[src/rtl/fws_pkg.sv]
package fws_pkg;

    typedef enum logic [2:0] {
        ST_IDLE,
        ST_ADDR_SETUP,
        ST_STROBE_ON,
        ST_STROBE_OFF,
        ST_FLAG_WAIT,
        ST_END_ON,
        ST_END_OFF
    } state_t;

    typedef struct packed {
        logic cs;
        logic wr;
        logic pe;
    } strobe_t;

    function automatic int imax(input int a, input int b);
        return (a > b) ? a : b;
    endfunction

    function automatic strobe_t strobes_of(input state_t s);
        strobe_t r;
        r.cs = (s != ST_IDLE);
        r.wr = (s == ST_STROBE_ON);
        r.pe = (s == ST_END_ON);
        return r;
    endfunction

endpackage

[src/rtl/fws_timer.sv]
module fws_timer #(
    parameter int CW = 4
) (
    input  logic          clk,
    input  logic          rst,
    input  logic          load,
    input  logic [CW-1:0] value,
    output logic          zero
);
    logic [CW-1:0] cnt;

    always_ff @(posedge clk) begin
        if (rst)
            cnt <= '0;
        else if (load)
            cnt <= value;
        else if (cnt != '0)
            cnt <= cnt - 1'b1;
    end

    assign zero = (cnt == '0);
endmodule

[src/rtl/fws_pol.sv]
module fws_pol #(
    parameter int           N   = 1,
    parameter logic [N-1:0] INV = '0
) (
    input  logic [N-1:0] a,
    output logic [N-1:0] y
);
    for (genvar i = 0; i < N; i++) begin : g_bit
        if (INV[i]) begin : g_inv
            assign y[i] = ~a[i];
        end else begin : g_pass
            assign y[i] = a[i];
        end
    end
endmodule

[src/rtl/fws_ctrl.sv]
module fws_ctrl
    import fws_pkg::*;
#(
    parameter int ADDR_W      = 2,
    parameter int DATA_W      = 8,
    parameter int T_ADDR_SU   = 2,
    parameter int T_WR_ON     = 3,
    parameter int T_WR_OFF    = 2,
    parameter int T_DATA_SU   = 4,
    parameter int T_DATA_HOLD = 1,
    parameter int T_FLAG_DLY  = 3,
    parameter int T_END_ON    = 2,
    parameter int T_END_OFF   = 3,
    parameter int T_ADDR_HOLD = 2
) (
    input  logic              clk,
    input  logic              rst,
    input  logic              wr_valid,
    input  logic [ADDR_W-1:0] wr_addr,
    input  logic [DATA_W-1:0] wr_data,
    input  logic              cm_valid,
    input  logic [ADDR_W-1:0] cm_addr,
    input  logic              full_act,
    output logic              wr_ready,
    output logic              cm_ready,
    output logic [ADDR_W-1:0] addr_q,
    output logic [DATA_W-1:0] data_q,
    output strobe_t           act
);
    localparam int ON_LEN   = imax(T_WR_ON, T_DATA_SU);
    localparam int OFF_LEN  = imax(imax(T_WR_OFF, T_DATA_HOLD), T_ADDR_HOLD);
    localparam int EOFF_LEN = imax(T_END_OFF, T_ADDR_HOLD);
    localparam int LONGEST  = imax(imax(imax(T_ADDR_SU, ON_LEN), imax(OFF_LEN, T_FLAG_DLY)),
                                   imax(T_END_ON, EOFF_LEN));
    localparam int CW       = $clog2(LONGEST + 1);

    state_t      st, nxt;
    logic        addr_ok, op_end, full_seen;
    logic        zero, load;
    logic [CW-1:0] lval;
    logic        take_wr, take_cm, go_setup;

    function automatic logic [CW-1:0] span(input state_t s);
        case (s)
            ST_ADDR_SETUP: return CW'(T_ADDR_SU - 1);
            ST_STROBE_ON:  return CW'(ON_LEN - 1);
            ST_STROBE_OFF: return CW'(OFF_LEN - 1);
            ST_FLAG_WAIT:  return CW'(T_FLAG_DLY - 1);
            ST_END_ON:     return CW'(T_END_ON - 1);
            ST_END_OFF:    return CW'(EOFF_LEN - 1);
            default:       return '0;
        endcase
    endfunction

    assign cm_ready = (st == ST_IDLE);
    assign wr_ready = (st == ST_IDLE) && !full_seen && !cm_valid;
    assign take_cm  = cm_ready && cm_valid;
    assign take_wr  = wr_ready && wr_valid;
    assign go_setup = !addr_ok || ((take_cm ? cm_addr : wr_addr) != addr_q);

    always_comb begin
        nxt = st;
        case (st)
            ST_IDLE: begin
                if (take_cm)
                    nxt = go_setup ? ST_ADDR_SETUP : ST_END_ON;
                else if (take_wr)
                    nxt = go_setup ? ST_ADDR_SETUP : ST_STROBE_ON;
            end
            ST_ADDR_SETUP: if (zero) nxt = op_end ? ST_END_ON : ST_STROBE_ON;
            ST_STROBE_ON:  if (zero) nxt = ST_STROBE_OFF;
            ST_STROBE_OFF: if (zero) nxt = ST_FLAG_WAIT;
            ST_FLAG_WAIT:  if (zero) nxt = ST_IDLE;
            ST_END_ON:     if (zero) nxt = ST_END_OFF;
            ST_END_OFF:    if (zero) nxt = ST_IDLE;
            default:       nxt = ST_IDLE;
        endcase
        load = (nxt != st) && (nxt != ST_IDLE);
        lval = span(nxt);
    end

    fws_timer #(.CW(CW)) timer_i (
        .clk   (clk),
        .rst   (rst),
        .load  (load),
        .value (lval),
        .zero  (zero)
    );

    always_ff @(posedge clk) begin
        if (rst) begin
            st        <= ST_IDLE;
            addr_q    <= '0;
            data_q    <= '0;
            addr_ok   <= 1'b0;
            op_end    <= 1'b0;
            full_seen <= 1'b0;
        end else begin
            st        <= nxt;
            full_seen <= full_act;
            if (take_cm) begin
                addr_q  <= cm_addr;
                addr_ok <= 1'b1;
                op_end  <= 1'b1;
            end else if (take_wr) begin
                addr_q  <= wr_addr;
                data_q  <= wr_data;
                addr_ok <= 1'b1;
                op_end  <= 1'b0;
            end
        end
    end

    assign act = strobes_of(st);
endmodule

[src/rtl/fifo_wr_seq.sv]
module fifo_wr_seq
    import fws_pkg::*;
#(
    parameter int ADDR_W       = 2,
    parameter int DATA_W       = 8,
    parameter int T_ADDR_SU    = 2,
    parameter int T_WR_ON      = 3,
    parameter int T_WR_OFF     = 2,
    parameter int T_DATA_SU    = 4,
    parameter int T_DATA_HOLD  = 1,
    parameter int T_FLAG_DLY   = 3,
    parameter int T_END_ON     = 2,
    parameter int T_END_OFF    = 3,
    parameter int T_ADDR_HOLD  = 2,
    parameter bit CS_ACT_LOW   = 1'b1,
    parameter bit WR_ACT_LOW   = 1'b1,
    parameter bit PE_ACT_LOW   = 1'b1,
    parameter bit FULL_ACT_LOW = 1'b1
) (
    input  logic              clk,
    input  logic              rst,
    input  logic              wr_valid,
    output logic              wr_ready,
    input  logic [ADDR_W-1:0] wr_addr,
    input  logic [DATA_W-1:0] wr_data,
    input  logic              cm_valid,
    output logic              cm_ready,
    input  logic [ADDR_W-1:0] cm_addr,
    output logic [ADDR_W-1:0] fifo_addr,
    output logic              fifo_cs,
    output logic              fifo_wr,
    output logic              fifo_pe,
    output logic [DATA_W-1:0] fifo_data,
    input  logic              fifo_full
);
    strobe_t    act;
    logic [2:0] pins;
    logic [0:0] full_act;

    fws_pol #(.N(1), .INV(FULL_ACT_LOW)) full_pol_i (
        .a (fifo_full),
        .y (full_act)
    );

    fws_ctrl #(
        .ADDR_W(ADDR_W), .DATA_W(DATA_W), .T_ADDR_SU(T_ADDR_SU),
        .T_WR_ON(T_WR_ON), .T_WR_OFF(T_WR_OFF), .T_DATA_SU(T_DATA_SU),
        .T_DATA_HOLD(T_DATA_HOLD), .T_FLAG_DLY(T_FLAG_DLY), .T_END_ON(T_END_ON),
        .T_END_OFF(T_END_OFF), .T_ADDR_HOLD(T_ADDR_HOLD)
    ) ctrl_i (
        .clk      (clk),
        .rst      (rst),
        .wr_valid (wr_valid),
        .wr_addr  (wr_addr),
        .wr_data  (wr_data),
        .cm_valid (cm_valid),
        .cm_addr  (cm_addr),
        .full_act (full_act[0]),
        .wr_ready (wr_ready),
        .cm_ready (cm_ready),
        .addr_q   (fifo_addr),
        .data_q   (fifo_data),
        .act      (act)
    );

    fws_pol #(.N(3), .INV({CS_ACT_LOW, WR_ACT_LOW, PE_ACT_LOW})) out_pol_i (
        .a ({act.cs, act.wr, act.pe}),
        .y (pins)
    );

    assign fifo_cs = pins[2];
    assign fifo_wr = pins[1];
    assign fifo_pe = pins[0];
endmodule

[config.mk]
export PLATFORM = sky130hd
export DESIGN_NAME = fifo_wr_seq
export DESIGN_NICKNAME = d
export VERILOG_FILES = /design/src/rtl/fws_pkg.sv /design/src/rtl/fws_timer.sv /design/src/rtl/fws_pol.sv /design/src/rtl/fws_ctrl.sv /design/src/rtl/fifo_wr_seq.sv
export SDC_FILE = /design/constraint.sdc
export NUM_CORES = 1
export LEC_CHECK = 0
export ABC_CLOCK_PERIOD_IN_PS = 2050
export BUFFER_PORTS_ARGS = -buffer_cell sky130_fd_sc_hd__clkbuf_2
export CORE_UTILIZATION = 30
export DETAILED_ROUTE_END_ITERATION = 10
export GPL_ROUTABILITY_DRIVEN = 1
export PLACE_DENSITY_LB_ADDON = 0.25
export SYNTH_ARGS = -nofsm -noshare
export SYNTH_HDL_FRONTEND = slang
export SYNTH_SLANG_ARGS = --single-unit
[constraint.sdc]
create_clock -name clk -period 2.05 [get_ports clk]
set_input_delay 0.205 -clock clk [delete_from_list [all_inputs] [get_ports clk]]
set_output_delay 0.205 -clock clk [all_outputs]
set_load 0.02 [all_outputs]
# --- Word-level counts from Yosys, hierarchy flattened ---
# Cells that the tools add are included.
totals:
  reg_bits: 19
  in_bits: 17
  output_inout_bits: 15
  word_cells: 68
classes:
  addsub: 1
  n_eq_ne: 14
  mux: 21
  bitwise_logic: 5
  reduce_logical: 20
op_table:
  columns: ["op", "count"]
  rows:
  - ["$mux W3", 11]
  - ["$eq A3 B3 Y1 const B", 6]
  - ["$pmux W3 S6", 1]
  - ["$eq A3 B2 Y1 const B", 4]
  - ["$reduce_bool A3 Y1", 3]
  - ["$mux W2", 4]
  - ["$eq A3 B1 Y1 const B", 2]
  - ["$logic_not A3 Y1", 2]
  - ["$pmux W2 S3", 1]
  - ["$logic_and A1 B1 Y1", 5]
  - ["$not A1 Y1", 5]
  - ["$mux W1", 4]
  - ["$reduce_bool A2 Y1", 2]
  - ["$reduce_or A2 Y1", 2]
  - ["$logic_not A1 Y1", 3]
  - ["$ne A3 B3 Y1", 1]
  - ["$reduce_or A3 Y1", 1]
  - ["$sub A3 B1 Y3 const B", 1]
  - ["$ne A2 B2 Y1", 1]
  - ["$reduce_and A2 Y1", 1]
  - ["$logic_or A1 B1 Y1", 1]

# --- Longest topological paths before layout ---
depth:
  word_depth: 13
  ltp_mapped: 9
  depth_no_buf: 8

# --- By module ---
# Synthesis repeated with hierarchy kept, for this count alone.
unflattened:
  hier_cells: 140
  area_unflattened_um2: 1089.8
by_module_without_submodules:
  columns: ["module", "n_inst", "cells_each", "area_each_um2"]
  rows:
  - ["fws_ctrl", 1, 114, 868.3]
  - ["fws_timer", 1, 22, 206.4]
  - ["fws_pol at out_pol_i", 1, 3, 11.3]
  - ["fws_pol at full_pol_i", 1, 1, 3.8]

# --- Worst setup path after synthesis ---
# Ideal clock, no wire load.
synth_timing:
  path_type: "reg2reg"
  start: "register ctrl_i.st[0]"
  end: "register ctrl_i.timer_i.cnt[0]"
  arrival_time_ns: 2.077
  t_required_ns: 1.910
  path_slack_ns: -0.168
  path_stages_with_launch: 8
  path_buffers: 1
  period_less_slack_ns: 2.218
  path_cell_list: "dfxtp_1 -> or4b_1 -> buf_2 -> or4b_1 -> nand4_2 -> o311ai_1 -> a31oi_1 -> o32ai_2"
synth_via:
  elab_chain_len: 13
synth_lines:
  columns: ["item", "line", "rtl"]
  rows:
  - ["start, declared", "fws_ctrl.sv:37", "state_t st, nxt;"]
  - ["start signal, assigned", "fws_ctrl.sv:99", "st <= nxt;"]
  - ["$logic_not A3 Y1", "fws_ctrl.sv:55, fws_ctrl.sv:56, fws_ctrl.sv:63", null]
  - ["$logic_and A1 B1 Y1", "fws_ctrl.sv:57", "assign take_cm = cm_ready && cm_valid;"]
  - ["$mux W2", "fws_ctrl.sv:59", "assign go_setup = !addr_ok || ((take_cm ? cm_addr : wr_addr) != addr_q);"]
  - ["$ne A2 B2 Y1", "fws_ctrl.sv:59", null]
  - ["$logic_or A1 B1 Y1", "fws_ctrl.sv:59", null]
  - ["$mux W2", "fws_ctrl.sv:68", "nxt = go_setup ? ST_ADDR_SETUP : ST_STROBE_ON;"]
  - ["$mux W3", "fws_ctrl.sv:67", "else if (take_wr)"]
  - ["$mux W3", "fws_ctrl.sv:65", "if (take_cm)"]
  - ["$pmux W3 S6", "fws_ctrl.sv:63", "case (st)"]
  - ["$eq A3 B1 Y1 (tied with other cells)", "fws_ctrl.sv:44", "case (s)"]
  - ["$reduce_or A3 Y1 (no source line) or $reduce_or A2 Y1 (tied branches)", null, null]
  - ["$pmux W2 S3", "fws_ctrl.sv:44", null]
  - ["$mux W3", "fws_timer.sv:15", "else if (load)"]
  - ["end signal, assigned", "fws_timer.sv:16", "cnt <= value;"]
  - ["end signal, assigned", "fws_timer.sv:18", "cnt <= cnt - 1'b1;"]
  - ["end, declared", "fws_timer.sv:10", "logic [CW-1:0] cnt;"]
# Several ways; a longest one is shown, not always the timed one.
# A chain may end at the register's enable or synchronous reset.

# --- Worst setup path in the final report ---
layout_timing:
  start: "register ctrl_i.st[2]"
  end: "register ctrl_i.timer_i.cnt[0]"
# Same word-level chain as after synthesis.

==> results.py <==
metrics = {
    "run_status": {
        "status": "finished clean",
    },
    "global_route": {
        "track_usage_pct": 16.0,
        "grt_pass1_wl_um": 4440,
        "antenna_found_initial": 0,
        "grt_pass1_vias": 1053,
        "globalRouteOverflowTotal": 0,
        "grt_max_degree": 22,
    },
    "clock_network": {
        "clock-root-buffer": "clkbuf_4",
        "clock_path_buffers": 2,
        "cts_tree": "yes",
        "cts.sinks": 19,
        "clkTransAtPathRegs_ns": 0.11,
        "insertion_delay_ns": 0.30,
        "hold_buffers": 0,
        "cts_buffers": 3,
        "htreeDepth": 1,
    },
    "route": {
        "drt_iter0_drc": 49,
        "wl_um": 2710,
        "ant_nets": 0,
        "wire_per_inst_um": 12.3,
        "drt_first_pass_iters": 4,
        "drcViolationCount": 0,
        "vias": 1118,
        "via_per_inst": 5.06,
    },
    "worst_setup_path": {
        "worstPathCellList": "or4b_4 > or4b_4 > nand4_4 > a31o_4 > a31oi_4 > o32ai_2",
        "crit_arrival_ns": 2.27,
        "cp.required_ns": 2.28,
        "r2r-start": "ctrl_i.st[2]$_SDFF_PP0_",
        "cp_common_cell": "or4b_4",
        "worstSetupStartpointType": "flip-flop",
        "endpoint_kind": "flip-flop",
        "reg2reg_slack_ns": 0.007,
        "crit_type": "flip-flop to flip-flop",
        "critPathMaxStageDelay_ns": 0.54,
        "crit_fanout": 4,
        "crit_slowest_cell": "or4b_4",
        "r2r_end": "ctrl_i.timer_i.cnt[0]$_SDFFE_PP0P_",
        "rr_worst_depth": 6,
    },
    "timing": {
        "period_minus_slack_ns": 2.04,
        "report.final.slew_viol_count": 0,
        "final_hold_viol_count": 0,
        "period_share_pct": 99.7,
        "holdWs_ns": 0.0458,
        "relSlewSlack_pct": 53.7,
        "fin_ws_ns": 0.00663,
        "fmax_mhz": 489,
        "worst_pin_slew_ns": 0.688,
        "rsz0062_at_grt": "yes",
        "finalSetupViolations": 0,
        "fin_worst_skew_ns": 0.00532,
    },
    "floorplanning": {
        "initial_core_util_pct": 31.8,
        "die_area_um2": 3800,
        "num_rows": 21,
        "die_w_um": 61.7,
        "num_io_pins": 32,
        "die_h_um": 61.7,
        "core-area_um2": 3360,
    },
    "logic_synthesis": {
        "avgSynthCellArea_um2": 7.63,
        "synthTopCellsByArea": "dfxtp_1 (36%), a21oi_1 (8.4%), nand2_1 (8.4%)",
        "ys.flop_type": "dfxtp_1",
        "synth-seq-cells": 19,
        "synth-seq-area-share_pct": 35.6,
        "yosys_warnings": 0,
        "synth_edf_count": 0,
        "synth-async-reset-ratio_pct": 0,
        "yosysTopAreaCell": "dfxtp_1",
        "synth_top_area_share_pct": 35.6,
        "syn_nets": 159,
        "synth_cells": 140,
        "yosysUniqueCellTypes": 39,
        "syn-cell-area_um2": 1070,
    },
    "job": {
        "maxCapViolations": 0,
    },
    "finish": {
        "layout-drive-gt1-share_pct": 33.7,
        "mostFrequentLayoutCells": "clkbuf_2 (31), nand2_1 (24), dfxtp_1 (18)",
        "n_antenna_cell": 0,
        "final_common_cell": "clkbuf_2",
        "finish.utilization_pct": 42.2,
        "syn2layout_area_growth_pct": 32.7,
        "fill_cells": 352,
        "nets": 195,
    },
    "min_path": {
        "hold_end": "ctrl_i.full_seen$_SDFF_PP0_",
        "hold-path-cell-count": 2,
        "worstHoldStart": "fifo_full",
        "hp-class": "input pin to flip-flop",
    },
    "power_and_ir_drop": {
        "max-vdd-ir-drop_v": 0.000593,
        "power_mw": 2.14,
        "p_leak_nw": 0.575,
        "power.density_nw_per_um2": 1510,
    },
    "place": {
        "pre_cts_slack_ns": -0.0227,
        "gp_congestion": 0.844,
        "io_buffer_count": 31,
        "hpwl_um": 2090,
    },
}
## cells by family after synthesis
kind of cell	count (synthesis)	synth area share (%)
AOI/OAI and AO/OA	36	21.9
xor gates and xnor gates	3	2.46
DFF	19	35.6
adders and majority gates	2	2.34
muxes	2	1.87
buffers and inverters	15	5.74
and+or+nand+nor	63	30.1
## area by class of cell
cell class / instances / area, um2 / share of cell area, %
Tap cell: 46 / 57.6 / 4.06
Inverter: 5 / 18.8 / 1.32
Clock inverter: 1 / 5.00 / 0.353
Sequential cell: 19 / 382 / 26.9
Multi-Input combinational cell: 106 / 702 / 49.5
Timing Repair Buffer: 41 / 230 / 16.2
Clock buffer: 3 / 22.5 / 1.59
## routing by layer
layer,vias up,wire (um),global-route usage (%)
met5,-,0,0
met1,513,1210,18.3
met2,33,1350,28.9
met4,0,45,8.25
met3,6,108,2.10
li1,566,-,-
## through the flow
stage	cells	TNS [ns]	cell area (um2)
5_1_grt	221	-0.192	1420
6_report	221	0	1420
2_1_floorplan	140	-0.160	1130
3_3_place_gp	217	0	1370
4_1_cts	221	0	1410
3_5_place_dp	217	-0.0443	1370
## worst max-delay path: cells and delay by family, from the launching register on
family | cells | cell delay [ns]
simple gates | 3 | 1.17
compound gates | 3 | 0.46
flops | 1 | 0.34
## where the power goes
group	internal (mW)	switching, mW
registers	0.471	0.0756
clock network	0.0728	0.121
logic	0.606	0.790
total	1.15	0.987
## flip-flops by register name, summed over array words and instances, names as in the netlist
signal,count
ctrl_i.st,3
ctrl_i.op_end,1
ctrl_i.data_q,8
ctrl_i.addr_ok,1
ctrl_i.addr_q,2
ctrl_i.timer_i.cnt,3
ctrl_i.full_seen,1
## how the worst max path moves through the flow
stage	to	slack (ns)	depth (start not counted)	from
final	ctrl_i.timer_i.cnt[0]$_SDFFE_PP0P_	0.007	6	ctrl_i.st[2]$_SDFF_PP0_
after global routing	ctrl_i.timer_i.cnt[0]$_SDFFE_PP0P_	-0.07	6	ctrl_i.st[2]$_SDFF_PP0_
after CTS	ctrl_i.timer_i.cnt[0]$_SDFFE_PP0P_	0.006	6	ctrl_i.st[2]$_SDFF_PP0_
after detailed placement	ctrl_i.timer_i.cnt[1]$_SDFFE_PP0P_	-0.02	6	ctrl_i.st[2]$_SDFF_PP0_
after global placement	ctrl_i.timer_i.cnt[0]$_SDFFE_PP0P_	0.01	8	ctrl_i.st[0]$_SDFF_PP0_
after floorplan	ctrl_i.timer_i.cnt[0]$_SDFFE_PP0P_	-0.08	7	ctrl_i.st[2]$_SDFF_PP0_
## synthesized netlist by cell type, types with 2 or more instances
cell / n
xnor2_1: 3
a31o_2: 2
inv_1: 5
nor3b_1: 2
nor2_1: 12
nor2b_1: 3
mux2i_1: 2
nand3_1: 4
nand4_1: 2
nor3_1: 5
dfxtp_1: 19
or4b_1: 2
nand2b_1: 2
a21oi_1: 18
o21ai_0: 3
ha_1: 2
nand2_1: 24
a31oi_1: 3
clkbuf_1: 7
## what timing repair did
action	CTS	global route
resized for setup	2	1
hold endpoints to repair	0	0
setup buffers	0	0
pin swaps	3	1
setup endpoints to repair	4	4
(Power assumes the default switching activity.)
